$ cat config.mk
export PLATFORM = sky130hd
export DESIGN_NAME = fwp_guard
export DESIGN_NICKNAME = d
export VERILOG_FILES = /design/src/rtl/fwp_pkg.sv /design/src/rtl/fwp_status_reg.sv /design/src/rtl/fwp_range_decode.sv /design/src/rtl/fwp_check.sv /design/src/rtl/fwp_guard.sv
export SDC_FILE = /design/constraint.sdc
export NUM_CORES = 1
export LEC_CHECK = 0
export ABC_AREA = 1
export CAP_MARGIN = 20
export CELL_PAD_IN_SITES_DETAIL_PLACEMENT = 1
export CELL_PAD_IN_SITES_GLOBAL_PLACEMENT = 1
export CORE_MARGIN = 2
export CORE_UTILIZATION = 17
export DETAILED_ROUTE_END_ITERATION = 6
export PLACE_DENSITY = 0.71
export SYNTH_ARGS = -nofsm -noshare
export SYNTH_HDL_FRONTEND = slang
export SYNTH_SLANG_ARGS = --single-unit
$ cat constraint.sdc
create_clock -name clk -period 2.35 [get_ports clk]
set_clock_uncertainty 0.05 [all_clocks]
set_input_delay 0.235 -clock clk [delete_from_list [all_inputs] [get_ports clk]]
set_output_delay 0.235 -clock clk [all_outputs]
set_load 0.02 [all_outputs]
$ cat src/rtl/fwp_pkg.sv
package fwp_pkg;
  typedef enum logic [1:0] {
    OP_PROG   = 2'd0,
    OP_SECT   = 2'd1,
    OP_BLOCK  = 2'd2,
    OP_CHIP   = 2'd3
  } op_e;
endpackage

$ cat src/rtl/fwp_status_reg.sv
module fwp_status_reg #(
  parameter int BP_W = 3
) (
  input  logic            clk,
  input  logic            rst,
  input  logic            wp_n,
  input  logic            sr_wr,
  input  logic [BP_W-1:0] sr_bp,
  input  logic            sr_lock,
  output logic [BP_W-1:0] bp_q,
  output logic            lock_q
);
  logic wr_ok;
  // the lock only freezes the field while the pin is held low
  assign wr_ok = sr_wr && (wp_n || !lock_q);

  always_ff @(posedge clk) begin
    if (rst) begin
      bp_q   <= '1;
      lock_q <= 1'b0;
    end else if (wr_ok) begin
      bp_q   <= sr_bp;
      lock_q <= sr_lock;
    end
  end
endmodule

$ cat src/rtl/fwp_range_decode.sv
module fwp_range_decode #(
  parameter int BP_W  = 3,
  parameter int BLK_W = 3
) (
  input  logic [BP_W-1:0]  bp,
  output logic [BLK_W-1:0] lowest_blk,
  output logic             prot_none
);
  localparam int NBLK = 1 << BLK_W;

  int span;
  int low_i;

  always_comb begin
    prot_none = (bp == '0);
    span      = 0;
    low_i     = 0;
    if (!prot_none && !bp[BP_W-1]) begin
      span  = 1 << (int'(bp) - 1);
      low_i = (span >= NBLK) ? 0 : NBLK - span;
    end
    lowest_blk = low_i[BLK_W-1:0];
  end
endmodule

$ cat src/rtl/fwp_check.sv
module fwp_check
  import fwp_pkg::*;
#(
  parameter int ADDR_W = 19,
  parameter int BLK_W  = 3
) (
  input  logic              clk,
  input  logic              rst,
  input  logic              req_valid,
  input  logic [1:0]        req_op,
  input  logic [ADDR_W-1:0] req_addr,
  input  logic [BLK_W-1:0]  lowest_blk,
  input  logic              prot_none,
  output logic              grant,
  output logic              deny
);
  logic [BLK_W-1:0] blk;
  logic             ok;
  op_e              op;

  assign blk = req_addr[ADDR_W-1 -: BLK_W];
  assign op  = op_e'(req_op);

  always_comb begin
    if (op == OP_CHIP) ok = prot_none;
    else               ok = prot_none || (blk < lowest_blk);
  end

  always_ff @(posedge clk) begin
    if (rst) begin
      grant <= 1'b0;
      deny  <= 1'b0;
    end else begin
      grant <= req_valid && ok;
      deny  <= req_valid && !ok;
    end
  end
endmodule

$ cat src/rtl/fwp_guard.sv
module fwp_guard #(
  parameter int ADDR_W = 19,
  parameter int BLK_W  = 3,
  parameter int BP_W   = 3
) (
  input  logic              clk,
  input  logic              rst,
  input  logic              wp_n,
  input  logic              sr_wr,
  input  logic [BP_W-1:0]   sr_bp,
  input  logic              sr_lock,
  input  logic              req_valid,
  input  logic [1:0]        req_op,
  input  logic [ADDR_W-1:0] req_addr,
  output logic [BP_W-1:0]   bp_q,
  output logic              lock_q,
  output logic              grant,
  output logic              deny
);
  logic [BLK_W-1:0] lowest_blk;
  logic             prot_none;

  fwp_status_reg #(.BP_W(BP_W)) sr_i (
    .clk(clk), .rst(rst), .wp_n(wp_n), .sr_wr(sr_wr), .sr_bp(sr_bp),
    .sr_lock(sr_lock), .bp_q(bp_q), .lock_q(lock_q)
  );

  // decode uses the registered level, so a same-cycle write is not yet seen
  fwp_range_decode #(.BP_W(BP_W), .BLK_W(BLK_W)) dec_i (
    .bp(bp_q), .lowest_blk(lowest_blk), .prot_none(prot_none)
  );

  fwp_check #(.ADDR_W(ADDR_W), .BLK_W(BLK_W)) chk_i (
    .clk(clk), .rst(rst), .req_valid(req_valid), .req_op(req_op),
    .req_addr(req_addr), .lowest_blk(lowest_blk), .prot_none(prot_none),
    .grant(grant), .deny(deny)
  );
endmodule

# == Word level (Yosys, flattened, before mapping) ==
# Cells that the tools add are included.
# totals
register_bits,6
input_bits,30
output_inout_bits,6
elab_cells,24
# op_classes
n_addsub,2
order_cmp,2
n_eq_ne,1
shift,1
n_mux,3
n_reduce_logical,11
# op_table
cell,n
$ge 32x5->1 const B,1
$shl 1x32->32 const A,1
$mux 3,2
$logic_and 1x1->1,4
$logic_not 1->1,4
$sub 3x1->4 const B,1
$logic_not 3->1,1
$lt 3x3->1,1
$sub 1x3->3 const A,1
$eq 2x2->1 const B,1
$logic_or 1x1->1,2
$mux 1,1

# == Depth between registers and ports, before layout ==
# Gate-level depths: netlist of run 1.
# logic_depth
ltp_word,10
mapped_depth,16
ltp_nobuf,16

# == By module ==
# From an unflattened synthesis of run 1, not the netlist that was laid out.
# hier_totals
hier_cells,77
hier_area_um2,462.9
# modules_own_cells
module,n_inst,cells_per_inst,area_per_inst_um2,seq_area_each_um2
fwp_status_reg,1,22,161.4,80.1
fwp_range_decode,1,31,157.7,0.0
fwp_check,1,24,143.9,40.0

# == Least setup slack after synthesis of run 1 ==
# No wires, ideal clock.
# synth_path
path_type,flip-flop to flip-flop
start,register sr_i.bp_q[0]
end,register chk_i.deny
setup_ps,114
arrival_time_ps,2310
required_ps,2186
slack_ps,-123
path_stages_with_launch,15
period_less_slack_ps,2473
path_cell_list,dfxtp_1 -> inv_2 -> ha_1 -> inv_1 -> ha_1 -> inv_1 -> nand4_1 -> ha_1 -> xnor2_1 -> nand3_1 -> ha_1 -> a21oi_1 -> nand2_1 -> o21bai_1 -> nor2_1
# synth_between
elab_chain_cells,10
# synth_lines
item,line,source
from (decl),fwp_status_reg.sv:10,"output logic [BP_W-1:0] bp_q,"
from (signal assigned),fwp_status_reg.sv:22,bp_q <= sr_bp;
$sub 3x1->4,fwp_range_decode.sv:19,span = 1 << (int'(bp) - 1);
$shl 1x32->32,fwp_range_decode.sv:19,
$ge 32x5->1 / $sub 1x3->3 (equally long branches),fwp_range_decode.sv:20,low_i = (span >= NBLK) ? 0 : NBLK - span;
$mux 3,fwp_range_decode.sv:20,
$mux 3,fwp_range_decode.sv:18,if (!prot_none && !bp[BP_W-1]) begin
$lt 3x3->1,fwp_check.sv:26,else ok = prot_none || (blk < lowest_blk);
$logic_or 1x1->1,fwp_check.sv:26,
$mux 1 *,fwp_check.sv:25,if (op == OP_CHIP) ok = prot_none;
$logic_not 1->1 *,fwp_check.sv:35,deny <= req_valid && !ok;
$logic_and 1x1->1 *,fwp_check.sv:35,
to (signal assigned),fwp_check.sv:35,
to (decl),fwp_check.sv:15,output logic deny
# Mark *: on every way between the ends. The rest lies on a longest branch, timed or not.
# A chain may end at the register's enable or synchronous reset.

# == Worst setup path after layout of run 1 ==
# layout_path
start,register sr_i.bp_q[1]
end,register chk_i.deny
# The elaborated chain is that of the path after synthesis.

==> results of run 1 <==
## registers in the layout, summed over array words and instances, names as in the netlist
signal / count
chk_i.deny: 1
chk_i.grant: 1
sr_i.bp_q: 3
sr_i.lock_q: 1
## cell families after synthesis
group,share of synthesized area
and+or+nand+nor,0.231
xor gates and xnor gates,0.0218
adders and majority gates,0.187
AOI/OAI and AO/OA,0.140
buffers and inverters,0.121
DFF,0.299
## timing repair
action                     4_1_cts  5_1_grt
setup endpoints to repair        2        2
pin swaps                        5        8
resized for setup                6        7
## stage by stage
step                hold WS (ns)  worst slack, ns
floorplan                  0.315          0.00113
global placement           0.532          -0.0581
detailed placement         0.549           -0.139
CTS                        0.504          0.00269
global route               0.515          -0.0150
finish                     0.515            0.121
## critical path, cell delays in order (launching register included)
cell and delay [ns]:
dfxtp_2 0.34, inv_2 0.05, ha_4 0.15, inv_2 0.05, ha_4 0.21, inv_2 0.06
nand4_1 0.09, ha_2 0.21, xnor2_2 0.16, nand3_2 0.10, ha_4 0.23, a21oi_2 0.15
nand2_1 0.07, o21bai_1 0.14, nor2_1 0.05
## report_power, final
group	switching [mW]	internal [mW]
clock network	0.0427	0.0647
registers	0.00406	0.109
logic	0.0570	0.0684
## layout make-up
class	count	share of cell area
multi-input cells	38	0.387
clock buffers	4	0.0343
well taps	28	0.0457
flip-flops and latches	6	0.163
repair buffers	25	0.307
inverters	13	0.0636
## how the worst max path moves through the flow
stage	start	to	cells after the start
6_report	sr_i.bp_q[1]$_SDFFE_PP1P_	chk_i.deny$_SDFF_PP0_	14
5_1_grt	sr_i.bp_q[1]$_SDFFE_PP1P_	chk_i.deny$_SDFF_PP0_	14
4_1_cts	sr_i.bp_q[1]$_SDFFE_PP1P_	chk_i.grant$_SDFF_PP0_	15
3_5_place_dp	sr_i.bp_q[0]$_SDFFE_PP1P_	chk_i.deny$_SDFF_PP0_	14
3_3_place_gp	sr_i.bp_q[0]$_SDFFE_PP1P_	chk_i.deny$_SDFF_PP0_	14
2_1_floorplan	sr_i.bp_q[0]$_SDFFE_PP1P_	chk_i.deny$_SDFF_PP0_	14
## cell usage in the layout (no fill, tap or decap)
cell and count:
clkdlybuf4s50_1 19, o21ai_0 3, o211ai_1 3, o21bai_1 1, inv_2 4, nand3_1 2
xnor2_2 1, dfxtp_2 1, dfxtp_4 1, ha_4 3, nand4_1 1, ha_1 2
inv_1 9, nor2_1 5, a21oi_2 1, clkbuf_1 1, nand2_2 1, nand2_1 10
nor3_1 1, a31oi_1 1, clkbuf_4 3, buf_4 6, nor2_4 1, nand3_2 1
ha_2 1, dfxtp_1 4
## per-layer routing
metal  vias to the layer above  wire length [um]  GRT usage
met5                         -                 0          0
met4                         0                 0     0.0128
met3                         0                67     0.0486
met2                        12               770      0.198
met1                       226               388     0.0748
li1                        242                 -          -
==> metrics.txt, run 1 <==
Required @ worst endpoint around 2.4 ns; R2R Path Start sr_i.bp_q[1]$_SDFFE_PP1P_; final cell count without fillers 114; HPWL after DPL around 1000 um; Vias/cell 4.21; status completed; hold-critical path endpoint chk_i.deny$_SDFF_PP0_; critical path arrival 2.32 ns; Hold Startpoint req_valid; multi-input logic area 297 um^2; worst-margin pin slew between 0.3 and 0.4 ns; first-pass GRT wire length 1880 um; Clock Tree Buf Depth 2; Cell variety after synth 16; Post-synth top cells inv_1 (12), nand2_1 (11), dfxtp_1 (6), ha_1 (6), nor2_1 (5); GR Overflow Total 0; FF+latch area 125 um^2; TNS Setup 0 ns; Syn Area/Cell 7.05 um^2; drt first-iter violations 3; Hold Fails Final Rpt 0; flop-to-flop setup slack 0.12 ns; CTS sink cnt 6; Worst Path Max Fanout 3; peak supply drop 0.217 mV; LEAKAGE 0.342 nW; Max-slew headroom 0.788; Synth area leader dfxtp_1; RSZ-0062 raised after global routing true; post-synthesis sequential area ratio 0.299; DIE WIDTH 52.6 um; post-CTS setup buffers 0; synth top area cells dfxtp_1 (30%), ha_1 (19%), inv_1 (11%); cell count after placement between 100 and 150; area delta synth->final 91.0%; EDFF count, synth 0; total wire length roughly 1200 um; die area 2770 um^2; fin area 767 um^2; final count of negative-setup-slack endpoints 0; CTS buffer count 3; Fmax 449 MHz; Tot Pwr 346 uW; HP Class input port to register; 1st-pass router iterations 4; fill cell count 273; Routed WL per cell 10.8 um; Cell Rows 17; Syn Inst Count 57; number of cells on the worst hold path 3; most frequent cell after synthesis inv_1; Post-DRT Antenna Nets 0; num ports 36; type of the worst setup path register to register; largest net degree at the start of global routing 7; Vias 480; ys async rst share 0; Tmin final 2.23 ns; initial antenna violation count 0; r2r endpoint chk_i.deny$_SDFF_PP0_; Final Core Density 0.343; CTS clk-pin slew, worst paths 0.05 ns; clk_lat worst skew roughly 0.25 ns; Slew Limit Fails 0; Total GRT Usage 0.0939; Max Cap Viol 0; fin crit share 0.949; TritonCTS clock tree yes; layout cells sized above 1 0.279; Initial Utilization 0.180; H-Tree Level Count 1; residual DRC count 0; Synth top area share 0.299; Placer Congestion a little under 0.7; vias in the first global route 520; Main synth FF type dfxtp_1; YS warnings 0; Final nets between 100 and 150; Hold-fix buffers, CTS 0; Die Ht 52.6 um; core area ~2200 um^2; Worst Reg2Reg Path Length in Cells 14; port bufs 19; critical path launch point type register; synthesized area between 400 and 500 um^2; diode count 0; pwr dens 451 nW/um^2; register bit total from synthesis 6; DP Area 677 um^2; syn nets 93; clock tree root driver cell clkbuf_4; crit end category register
Note: power is estimated with default switching activity, not from simulation.
==> run 2, diff against run 1 <==
--- a/config.mk
+++ b/config.mk
@@ -9,7 +9,7 @@
 export CAP_MARGIN = 20
 export CELL_PAD_IN_SITES_DETAIL_PLACEMENT = 1
 export CELL_PAD_IN_SITES_GLOBAL_PLACEMENT = 1
-export CORE_MARGIN = 2
+export CORE_MARGIN = 4
 export CORE_UTILIZATION = 17
 export DETAILED_ROUTE_END_ITERATION = 6
 export PLACE_DENSITY = 0.71
==> metrics.txt, run 2 (synthesis gave the netlist of run 1 again) <==
status completed (unchanged); Final Core Density 0.347 (was 0.343); largest net degree at the start of global routing 7 (unchanged); layout cells sized above 1 0.299 (was 0.279); 1st-pass router iterations 2 (was 4); critical path launch point type register (unchanged); Max Cap Viol 0 (unchanged); GR Overflow Total 0 (unchanged); area delta synth->final 93.1% (was 91.0%); Hold-fix buffers, CTS 0 (unchanged); Die Ht 56.6 um (was 52.6 um); Placer Congestion 0.647 (was 0.696); critical path arrival 2.34 ns (was 2.32 ns); Clock Tree Buf Depth 2 (unchanged); Min Hold Slack 0.514 ns (was 0.515 ns); Routed WL per cell 10.1 um (was 10.8 um); die area 3200 um^2 (was 2770 um^2); vias in the first global route 485 (was 520); Hold Startpoint req_valid (unchanged); type of the worst setup path register to register (unchanged); Worst Path Max Fanout 3 (unchanged); multi-input logic area 293 um^2 (was 297 um^2); worst-margin pin slew 0.231 ns (was 0.315 ns); port bufs 19 (unchanged); num ports 36 (unchanged); number of cells on the worst hold path 3 (unchanged); H-Tree Level Count 1 (unchanged); final count of negative-setup-slack endpoints 0 (unchanged); Final nets 124 (was 123); TNS Setup 0 ns (unchanged); Max-slew headroom 0.845 (was 0.788); clk_lat worst skew 0.25 ns (about the same); peak supply drop 0.285 mV (was 0.217 mV); RSZ-0062 raised after global routing true (unchanged); Required @ worst endpoint 2.43 ns (was 2.44 ns); fill cell count 282 (was 273); diode count 0 (unchanged); Biggest register sr_i.bp_q (unchanged); total wire length 1170 um (was 1230 um); CTS sink cnt 6 (unchanged); Post-DRT Antenna Nets 0 (unchanged); r2r endpoint chk_i.grant$_SDFF_PP0_ (was chk_i.deny$_SDFF_PP0_); Total GRT Usage 0.0778 (was 0.0939); first-pass GRT wire length 1940 um (was 1880 um); CTS clk-pin slew, worst paths 0.06 ns (was 0.05 ns); core area 2230 um^2 (unchanged); fin crit share 0.960 (was 0.949); drt first-iter violations 1 (was 3); crit end category register (unchanged); Worst Reg2Reg Path Length in Cells 15 (was 14); Vias/cell 4.22 (was 4.21); Initial Utilization 0.180 (unchanged); residual DRC count 0 (unchanged); DIE WIDTH 56.6 um (was 52.6 um); HPWL after DPL 999 um (was 1000 um); initial antenna violation count 0 (unchanged); HP Class input port to register (unchanged); CTS buffer count 3 (unchanged); Hold Fails Final Rpt 0 (unchanged); TritonCTS clock tree yes (unchanged); max FFs per register 3 (unchanged); Slew Limit Fails 0 (unchanged); flop-to-flop setup slack 0.09 ns (was 0.12 ns); clock tree root driver cell clkbuf_4 (unchanged); FF+latch area 125 um^2 (unchanged); R2R Path Start sr_i.bp_q[1]$_SDFFE_PP1P_ (unchanged); commonest non-fill, non-tap cell in the layout clkdlybuf4s50_1 (unchanged); LEAKAGE 0.339 nW (was 0.342 nW); leading cell types in the layout, fill and taps excluded clkdlybuf4s50_1 (19), nand2_1 (9), inv_1 (8), buf_4 (7), nor2_1 (5) (was clkdlybuf4s50_1 (19), nand2_1 (10), inv_1 (9), buf_4 (6), nor2_1 (5)); Cell Rows 17 (unchanged); pwr dens 444 nW/um^2 (was 451 nW/um^2); Tmin final 2.26 ns (was 2.23 ns); hold-critical path endpoint chk_i.grant$_SDFF_PP0_ (was chk_i.deny$_SDFF_PP0_); Vias 485 (was 480); Fmax 443 MHz (was 449 MHz)
## run 2: layout make-up
type	count	share of cell area
multi-input combinational	38	0.377
tap	28	0.0452
timing repair buffer	26	0.313
clock buffer	4	0.0339
inverter	13	0.0694
sequential	6	0.161
## run 2: how the worst max path moves through the flow
stage | slack, ns | endpoint | cells after the start | startpoint
after floorplan | 0.001 | chk_i.deny$_SDFF_PP0_ | 14 | sr_i.bp_q[0]$_SDFFE_PP1P_
after global placement | -0.06 | chk_i.deny$_SDFF_PP0_ | 14 | sr_i.bp_q[0]$_SDFFE_PP1P_
after detailed placement | -0.12 | chk_i.deny$_SDFF_PP0_ | 14 | sr_i.bp_q[0]$_SDFFE_PP1P_
after CTS | 0.002 | chk_i.deny$_SDFF_PP0_ | 16 | sr_i.bp_q[0]$_SDFFE_PP1P_
after global routing | -0.05 | chk_i.grant$_SDFF_PP0_ | 15 | sr_i.bp_q[1]$_SDFFE_PP1P_
final | 0.09 | chk_i.grant$_SDFF_PP0_ | 15 | sr_i.bp_q[1]$_SDFFE_PP1P_
## run 2: where the power goes
part / total [mW] / internal, mW / leakage (nW) / switching (mW)
clock network: 0.108 / 0.0647 / 0.0150 / 0.0435
logic: 0.123 / 0.0683 / 0.275 / 0.0542
registers: 0.114 / 0.109 / 0.0496 / 0.00478
## run 2: worst max-delay path: stages (launching register included)
cell and delay, ns:
dfxtp_2 0.33, inv_2 0.07, ha_4 0.15, inv_4 0.04
ha_4 0.25, inv_2 0.05, nand4_1 0.09, ha_2 0.20
xnor2_1 0.13, nand3_1 0.13, ha_4 0.30, nand2_2 0.04
inv_2 0.04, nand2_2 0.04, a31oi_2 0.16, nor2_1 0.06
## run 2: routing by layer
| metal | routed length (um) | global-route usage | share of wire |
|---|---|---|---|
| met5 | 0 | 0 | 0 |
| met2 | 666 | 0.139 | 0.57 |
| met1 | 435 | 0.0782 | 0.37 |
| met3 | 50 | 0.0345 | 0.043 |
| met4 | 14 | 0.0305 | 0.012 |
## run 2: repair_timing
action,4_1_cts,5_1_grt
gates resized for setup,5,11
pin swaps,4,11
setup buffers,0,1
endpoints found under the setup margin,2,2
## run 2: per-stage QoR
stage	total power, mW	cells	setup WS [ns]	cell area (um^2)
CTS	0.340	114	0.00225	734
floorplan	0.164	57	0.00113	407
global placement	0.217	110	-0.0600	677
detailed placement	0.221	110	-0.122	677
global route	0.372	115	-0.0474	776
finish	0.345	115	0.0934	776
